**src/rtl/dafilt_pkg.sv**
```systemverilog
package dafilt_pkg;
  typedef enum logic [1:0] {
    MODE_OFF = 2'd0,
    MODE_ALL = 2'd1,
    MODE_SB  = 2'd2,
    MODE_SBM = 2'd3
  } match_mode_e;

  typedef enum logic [1:0] {
    KIND_UNI   = 2'd0,
    KIND_MULTI = 2'd1,
    KIND_BCAST = 2'd2
  } dest_kind_e;
endpackage

```
**src/rtl/daf_station_sel.sv**
```systemverilog
module daf_station_sel #(
  parameter int N_LANES = 6,
  parameter int LANE_W  = 8,
  parameter int IDX_W   = 3
) (
  input  logic [N_LANES*LANE_W-1:0] addr,
  input  logic [IDX_W-1:0]          idx,
  output logic [LANE_W-1:0]         lane
);
  logic [LANE_W-1:0] lanes [N_LANES];

  for (genvar g = 0; g < N_LANES; g++) begin : g_lane
    assign lanes[g] = addr[g*LANE_W +: LANE_W];
  end

  always_comb begin
    lane = '0;
    for (int i = 0; i < N_LANES; i++) begin
      if (idx == IDX_W'(i)) lane = lanes[i];
    end
  end
endmodule

```
**src/rtl/daf_track.sv**
```systemverilog
module daf_track
  import dafilt_pkg::*;
#(
  parameter int ADDR_BYTES = 6,
  parameter int BYTE_W     = 8,
  parameter int IDX_W      = 3
) (
  input  logic              clk,
  input  logic              rst,
  input  logic              beat,
  input  logic              first,
  input  logic [BYTE_W-1:0] data,
  input  match_mode_e       mode_in,
  input  logic [BYTE_W-1:0] sta_byte,
  input  logic              resolve,
  output logic              step,
  output logic [IDX_W-1:0]  cur_idx,
  output match_mode_e       cur_mode,
  output logic              sta_now,
  output logic              bc_now,
  output logic              mc_now,
  output logic              last
);
  logic             active_q;
  logic [IDX_W-1:0] idx_q;
  logic             sta_q, bc_q, mc_q;
  match_mode_e      mode_q;
  logic             start;

  assign start    = beat & first;
  assign step     = start | (beat & active_q);
  assign cur_idx  = start ? '0 : idx_q;
  assign cur_mode = start ? mode_in : mode_q;
  assign sta_now  = (start | sta_q) & (data == sta_byte);
  assign bc_now   = (start | bc_q) & (&data);
  assign mc_now   = start ? data[0] : mc_q;
  assign last     = (cur_idx == IDX_W'(ADDR_BYTES - 1));

  always_ff @(posedge clk) begin
    if (rst) begin
      active_q <= 1'b0;
      idx_q    <= '0;
      sta_q    <= 1'b0;
      bc_q     <= 1'b0;
      mc_q     <= 1'b0;
      mode_q   <= MODE_OFF;
    end else if (step) begin
      active_q <= ~resolve;
      idx_q    <= cur_idx + IDX_W'(1);
      sta_q    <= sta_now;
      bc_q     <= bc_now;
      mc_q     <= mc_now;
      mode_q   <= cur_mode;
    end
  end
endmodule

```
**src/rtl/daf_rules.sv**
```systemverilog
module daf_rules
  import dafilt_pkg::*;
(
  input  match_mode_e mode,
  input  logic        sta_now,
  input  logic        bc_now,
  input  logic        mc_now,
  input  logic        last,
  output logic        rej,
  output logic        acc,
  output dest_kind_e  kind_c
);
  logic alive;

  always_comb begin
    case (mode)
      MODE_OFF: alive = 1'b0;
      MODE_ALL: alive = 1'b1;
      MODE_SB:  alive = sta_now | bc_now;
      MODE_SBM: alive = sta_now | bc_now | mc_now;
      default:  alive = 1'b0;
    endcase
    rej = ~alive;
    acc = alive & last;
    if (bc_now)      kind_c = KIND_BCAST;
    else if (mc_now) kind_c = KIND_MULTI;
    else             kind_c = KIND_UNI;
  end
endmodule

```
**src/rtl/da_filter.sv**
```systemverilog
module da_filter
  import dafilt_pkg::*;
#(
  parameter int ADDR_BYTES = 6,
  parameter int BYTE_W     = 8
) (
  input  logic                         clk,
  input  logic                         rst,
  input  logic                         in_valid,
  output logic                         in_ready,
  input  logic                         in_first,
  input  logic [BYTE_W-1:0]            in_data,
  input  logic [1:0]                   match_mode,
  input  logic [ADDR_BYTES*BYTE_W-1:0] station_addr,
  output logic                         drop,
  output logic                         pass,
  output logic                         done,
  output logic                         pass_q,
  output logic [1:0]                   kind
);
  localparam int IDX_W = (ADDR_BYTES > 1) ? $clog2(ADDR_BYTES) : 1;

  logic              beat, step, sta_now, bc_now, mc_now, last, rej, acc;
  logic [IDX_W-1:0]  cur_idx;
  logic [BYTE_W-1:0] sta_byte;
  match_mode_e       cur_mode;
  dest_kind_e        kind_c;

  assign in_ready = 1'b1;
  assign beat     = in_valid & in_ready;

  daf_station_sel #(.N_LANES(ADDR_BYTES), .LANE_W(BYTE_W), .IDX_W(IDX_W)) u_sel (
    .addr (station_addr),
    .idx  (cur_idx),
    .lane (sta_byte)
  );

  daf_track #(.ADDR_BYTES(ADDR_BYTES), .BYTE_W(BYTE_W), .IDX_W(IDX_W)) u_track (
    .clk      (clk),
    .rst      (rst),
    .beat     (beat),
    .first    (in_first),
    .data     (in_data),
    .mode_in  (match_mode_e'(match_mode)),
    .sta_byte (sta_byte),
    .resolve  (rej | acc),
    .step     (step),
    .cur_idx  (cur_idx),
    .cur_mode (cur_mode),
    .sta_now  (sta_now),
    .bc_now   (bc_now),
    .mc_now   (mc_now),
    .last     (last)
  );

  daf_rules u_rules (
    .mode    (cur_mode),
    .sta_now (sta_now),
    .bc_now  (bc_now),
    .mc_now  (mc_now),
    .last    (last),
    .rej     (rej),
    .acc     (acc),
    .kind_c  (kind_c)
  );

  always_ff @(posedge clk) begin
    if (rst) begin
      drop   <= 1'b0;
      pass   <= 1'b0;
      done   <= 1'b0;
      pass_q <= 1'b0;
      kind   <= KIND_UNI;
    end else begin
      drop <= 1'b0;
      pass <= 1'b0;
      if (step) begin
        if (beat && in_first) begin
          done   <= 1'b0;
          pass_q <= 1'b0;
        end
        if (rej) begin
          drop   <= 1'b1;
          done   <= 1'b1;
          pass_q <= 1'b0;
        end else if (acc) begin
          pass   <= 1'b1;
          done   <= 1'b1;
          pass_q <= 1'b1;
          kind   <= kind_c;
        end
      end
    end
  end
endmodule

```
**config.mk**
```make
export PLATFORM = sky130hd
export DESIGN_NAME = da_filter
export DESIGN_NICKNAME = d
export VERILOG_FILES = /design/src/rtl/dafilt_pkg.sv /design/src/rtl/daf_station_sel.sv /design/src/rtl/daf_track.sv /design/src/rtl/daf_rules.sv /design/src/rtl/da_filter.sv
export SDC_FILE = /design/constraint.sdc
export NUM_CORES = 1
export LEC_CHECK = 0
export ABC_AREA = 1
export BUFFER_PORTS_ARGS = -buffer_cell sky130_fd_sc_hd__buf_2
export CAP_MARGIN = 25
export CORE_AREA = 2 2 76 49
export DETAILED_ROUTE_END_ITERATION = 16
export DIE_AREA = 0 0 78 51
export PLACE_DENSITY = 0.73
export SLEW_MARGIN = 20
export SYNTH_ARGS = -nofsm -noshare
export SYNTH_HDL_FRONTEND = slang
export SYNTH_HIERARCHICAL = 1
export SYNTH_SLANG_ARGS = --single-unit
```
**constraint.sdc**
```tcl
create_clock -name clk -period 2.5 [get_ports clk]
set_input_delay 0.375 -clock clk [delete_from_list [all_inputs] [get_ports clk]]
set_output_delay 0.375 -clock clk [all_outputs]
set_load 0.01 [all_outputs]
```
==> impl_metrics.py <==
metrics = {
    "placement": {
        "dpl.hpwl_mm": 3.06,
        "portBuffers": 67,
        "pre_cts_ws_ns": -0.418,
        "dp.cells": 343,
        "gp_congestion": 0.848,
    },
    "floorplan": {
        "row_count": 17,
        "coreArea_mm2": 0.00340,
        "start_util_pct": 37.4,
        "boundaryPins": 69,
        "die_x_um": 78,
        "die-height_um": 51,
        "design.die.area_mm2": 0.00398,
    },
    "cts": {
        "path_clk_slew_ns": 0.07,
        "clkLatencyLatePin_ns": 0.26,
        "cts_root_buffer": "clkbuf_8",
        "cts.sinks": 15,
        "clk_path_buf_depth": 2,
        "h-tree-depth": 1,
        "cts_buffers": 3,
        "cts_tree": "done",
    },
    "detailed_routing": {
        "via_per_inst": 4.85,
        "wl_per_cell_um": 12.3,
        "remaining_drc_errors": 0,
        "wirelength_mm": 4.35,
        "vias": 1711,
        "first_pass_iters": 4,
        "ant_nets": 0,
        "drtIter0Drc": 146,
    },
    "layout": {
        "fillCellCount": 323,
        "drive_gt1_share_pct": 40.8,
        "area_growth_pct": 59.8,
        "diodes": 0,
        "stdcell_count": 353,
        "layout.nets": 371,
    },
    "global_route": {
        "grt_pass1_wl_mm": 6.84,
        "grt_overflow": 0,
        "track_usage_pct": 21.4,
        "antenna_found_initial": 0,
        "grt_pass1_vias": 1618,
        "grt_max_degree": 17,
    },
    "power": {
        "power_frac_comb_pct": 37.1,
        "p_sw_share_pct": 33.4,
        "vdd_drop_max_mv": 0.311,
        "p_leak_uw": 0.00106,
        "intPower_uw": 485,
        "p_per_area_mw_per_mm2": 358,
        "p_seq_share_pct": 35.3,
        "p_clk_share_pct": 27.7,
        "switchingPower_uw": 243,
    },
    "run": {
        "cap_viol_max_count": 0,
    },
    "synth": {
        "syn_inst": 220,
        "ys_ff_latch": 15,
        "synth_seq_area_share_pct": 23.6,
        "yosys_warnings": 6,
        "synth.avg_cell_area_um2": 5.78,
        "syn_area_mm2": 0.00127,
        "syn_nets": 284,
        "synth_cell_types": 26,
    },
    "setup_path": {
        "cp-start-kind": "flop",
        "startpoint": "u_track/idx_q[0]",
        "r2r_setup_slack_ns": -0.07,
        "r2r-start": "u_track/idx_q[0]",
        "rr_worst_depth": 16,
        "crit_type": "flop to flop",
        "crit_fanout": 8,
        "cp.required_ns": 2.68,
        "arrival_ns": 2.75,
        "setup.worst_path.end_class": "flop",
        "reg2reg_to": "u_track/active_q",
    },
    "sta": {
        "setup_ws_ns": -0.0673,
        "period_minus_slack_ns": 2.57,
        "drv_slew": 0,
        "hold_viol_final": 0,
        "setup_violations": 4,
        "fin_skew_ns": 0.0105,
        "fin_crit_sh_pct": 103,
        "rsz0062_at_grt": "yes",
        "fmax_mhz": 390,
    },
    "worst_hold_path": {
        "hold_class": "input port to flop",
        "holdPathStages": 2,
        "hold_path_end": "pass",
        "min_from": "rst",
    },
    "run_status": {
        "violations": "setup timing",
        "outcome": "complete, but fails checks",
    },
}
## critical path, stage by stage (launching register included)
cell and delay (ns):
dfxtp_2 0.34, inv_2 0.04, nor2_4 0.24, inv_4 0.09, nor3_4 0.17, buf_12 0.15, nand2_1 0.05, nand4_1 0.11
xnor2_1 0.13, nand2_1 0.10, nor2_2 0.16, nand2_2 0.08, nor2_2 0.12, o21ai_2 0.08, and2_4 0.15, or2_2 0.30
a211oi_2 0.18
## power groups by stage
| stage | clock network (uW) | registers, uW | logic [uW] |
|---|---|---|---|
| after detailed placement | 0 | 260 | 225 |
| after global placement | 0 | 259 | 221 |
| after global routing | 214 | 258 | 300 |
| after floorplan | 0 | 260 | 129 |
| final | 202 | 257 | 270 |
| after CTS | 203 | 255 | 239 |
## registers in the layout, summed over array words and instances, names as in the netlist
name              cells
done                  1
drop                  1
kind                  2
pass                  1
pass_q                1
u_track/active_q      1
u_track/bc_q          1
u_track/idx_q         3
u_track/mc_q          1
u_track/mode_q        2
u_track/sta_q         1
## metal layers
metal | vias up | routed length (um) | track usage [%]
met2 | 72 | 2050 | 37.9
li1 | 868 | - | -
met5 | - | 0 | 0
met4 | 0 | 93 | 5.85
met1 | 761 | 1880 | 27.1
met3 | 10 | 316 | 3.71
## layout make-up
cell class                 instances  area [um2]  area share, %
clock buffer                       3        41.3           2.03
clock inverter                     1        5.00          0.246
inverter                          35         154           7.57
multi-input combinational        166         921           45.3
sequential                        15         303           14.9
tap                               47        58.8           2.89
timing repair buffer              86         549           27.0
## placed cells by master (no fill, tap or decap), types with 3 or more instances in the layout
cell,instances
clkbuf_8,3
nor2_4,3
buf_6,3
inv_1,28
nand2_1,61
dfxtp_1,13
nor3_4,3
xnor2_1,5
nor2_2,6
or2_1,3
nand4_1,16
a21oi_1,6
o21ai_0,8
buf_4,14
buf_12,3
buf_2,65
nand3_1,9
nor2_1,28
## cell usage after synthesis
master / instances / area share, %
nand3_2: 1 / 0.79
inv_1: 32 / 9.4
buf_2: 2 / 0.79
or2_1: 3 / 1.5
or2_2: 1 / 0.49
a211oi_1: 1 / 0.59
nor3_4: 1 / 1.3
buf_4: 2 / 1.2
nor2_1: 34 / 10
nand2_2: 1 / 0.49
nand2_1: 64 / 19
o21ai_1: 1 / 0.39
nor3_2: 3 / 2.4
a21oi_1: 7 / 2.8
nand4_1: 16 / 7.9
ha_1: 2 / 2.0
nor2_2: 3 / 1.5
dfxtp_1: 15 / 24
and2_1: 1 / 0.49
nand2_4: 1 / 0.89
inv_2: 2 / 0.59
o21ai_0: 9 / 3.5
nand3_1: 11 / 4.3
inv_4: 1 / 0.49
xnor2_1: 5 / 3.4
conb_1: 1 / 0.29
## how the worst max path moves through the flow
stage	to	slack (ns)	cells past startpoint
floorplan	u_track/active_q	0.05	18
global placement	u_track/active_q	-0.28	18
detailed placement	u_track/active_q	-0.42	17
CTS	u_track/active_q	0.004	19
global route	kind[0]	-0.20	18
finish	u_track/active_q	-0.07	16
## cell families after synthesis
group,synth area share (%)
compound gates,7.28
fa+ha+maj,1.97
xor+xnor,3.44
simple gates,50.9
flops,23.6
other cells,0.295
buf+inv,12.5
## per-stage QoR
stage	power, uW	util (%)	cell area [um2]	hold slack [ns]	TNS [ns]
global route	771	59.7	2030	0.458	-0.865
CTS	698	55.6	1890	0.420	0
floorplan	389	-	1290	0.444	0
finish	728	59.7	2030	0.432	-0.169
detailed placement	485	51.8	1760	0.472	-2.05
global placement	481	51.8	1760	0.459	-1.23
## timing repair
item,in CTS,in global routing
gates cloned,0,1
endpoints found under the setup margin,6,6
pin swaps,10,23
resized for setup,10,31
setup buffers,5,1
hold buffers,0,0
Power figures use the tool's default switching activity.
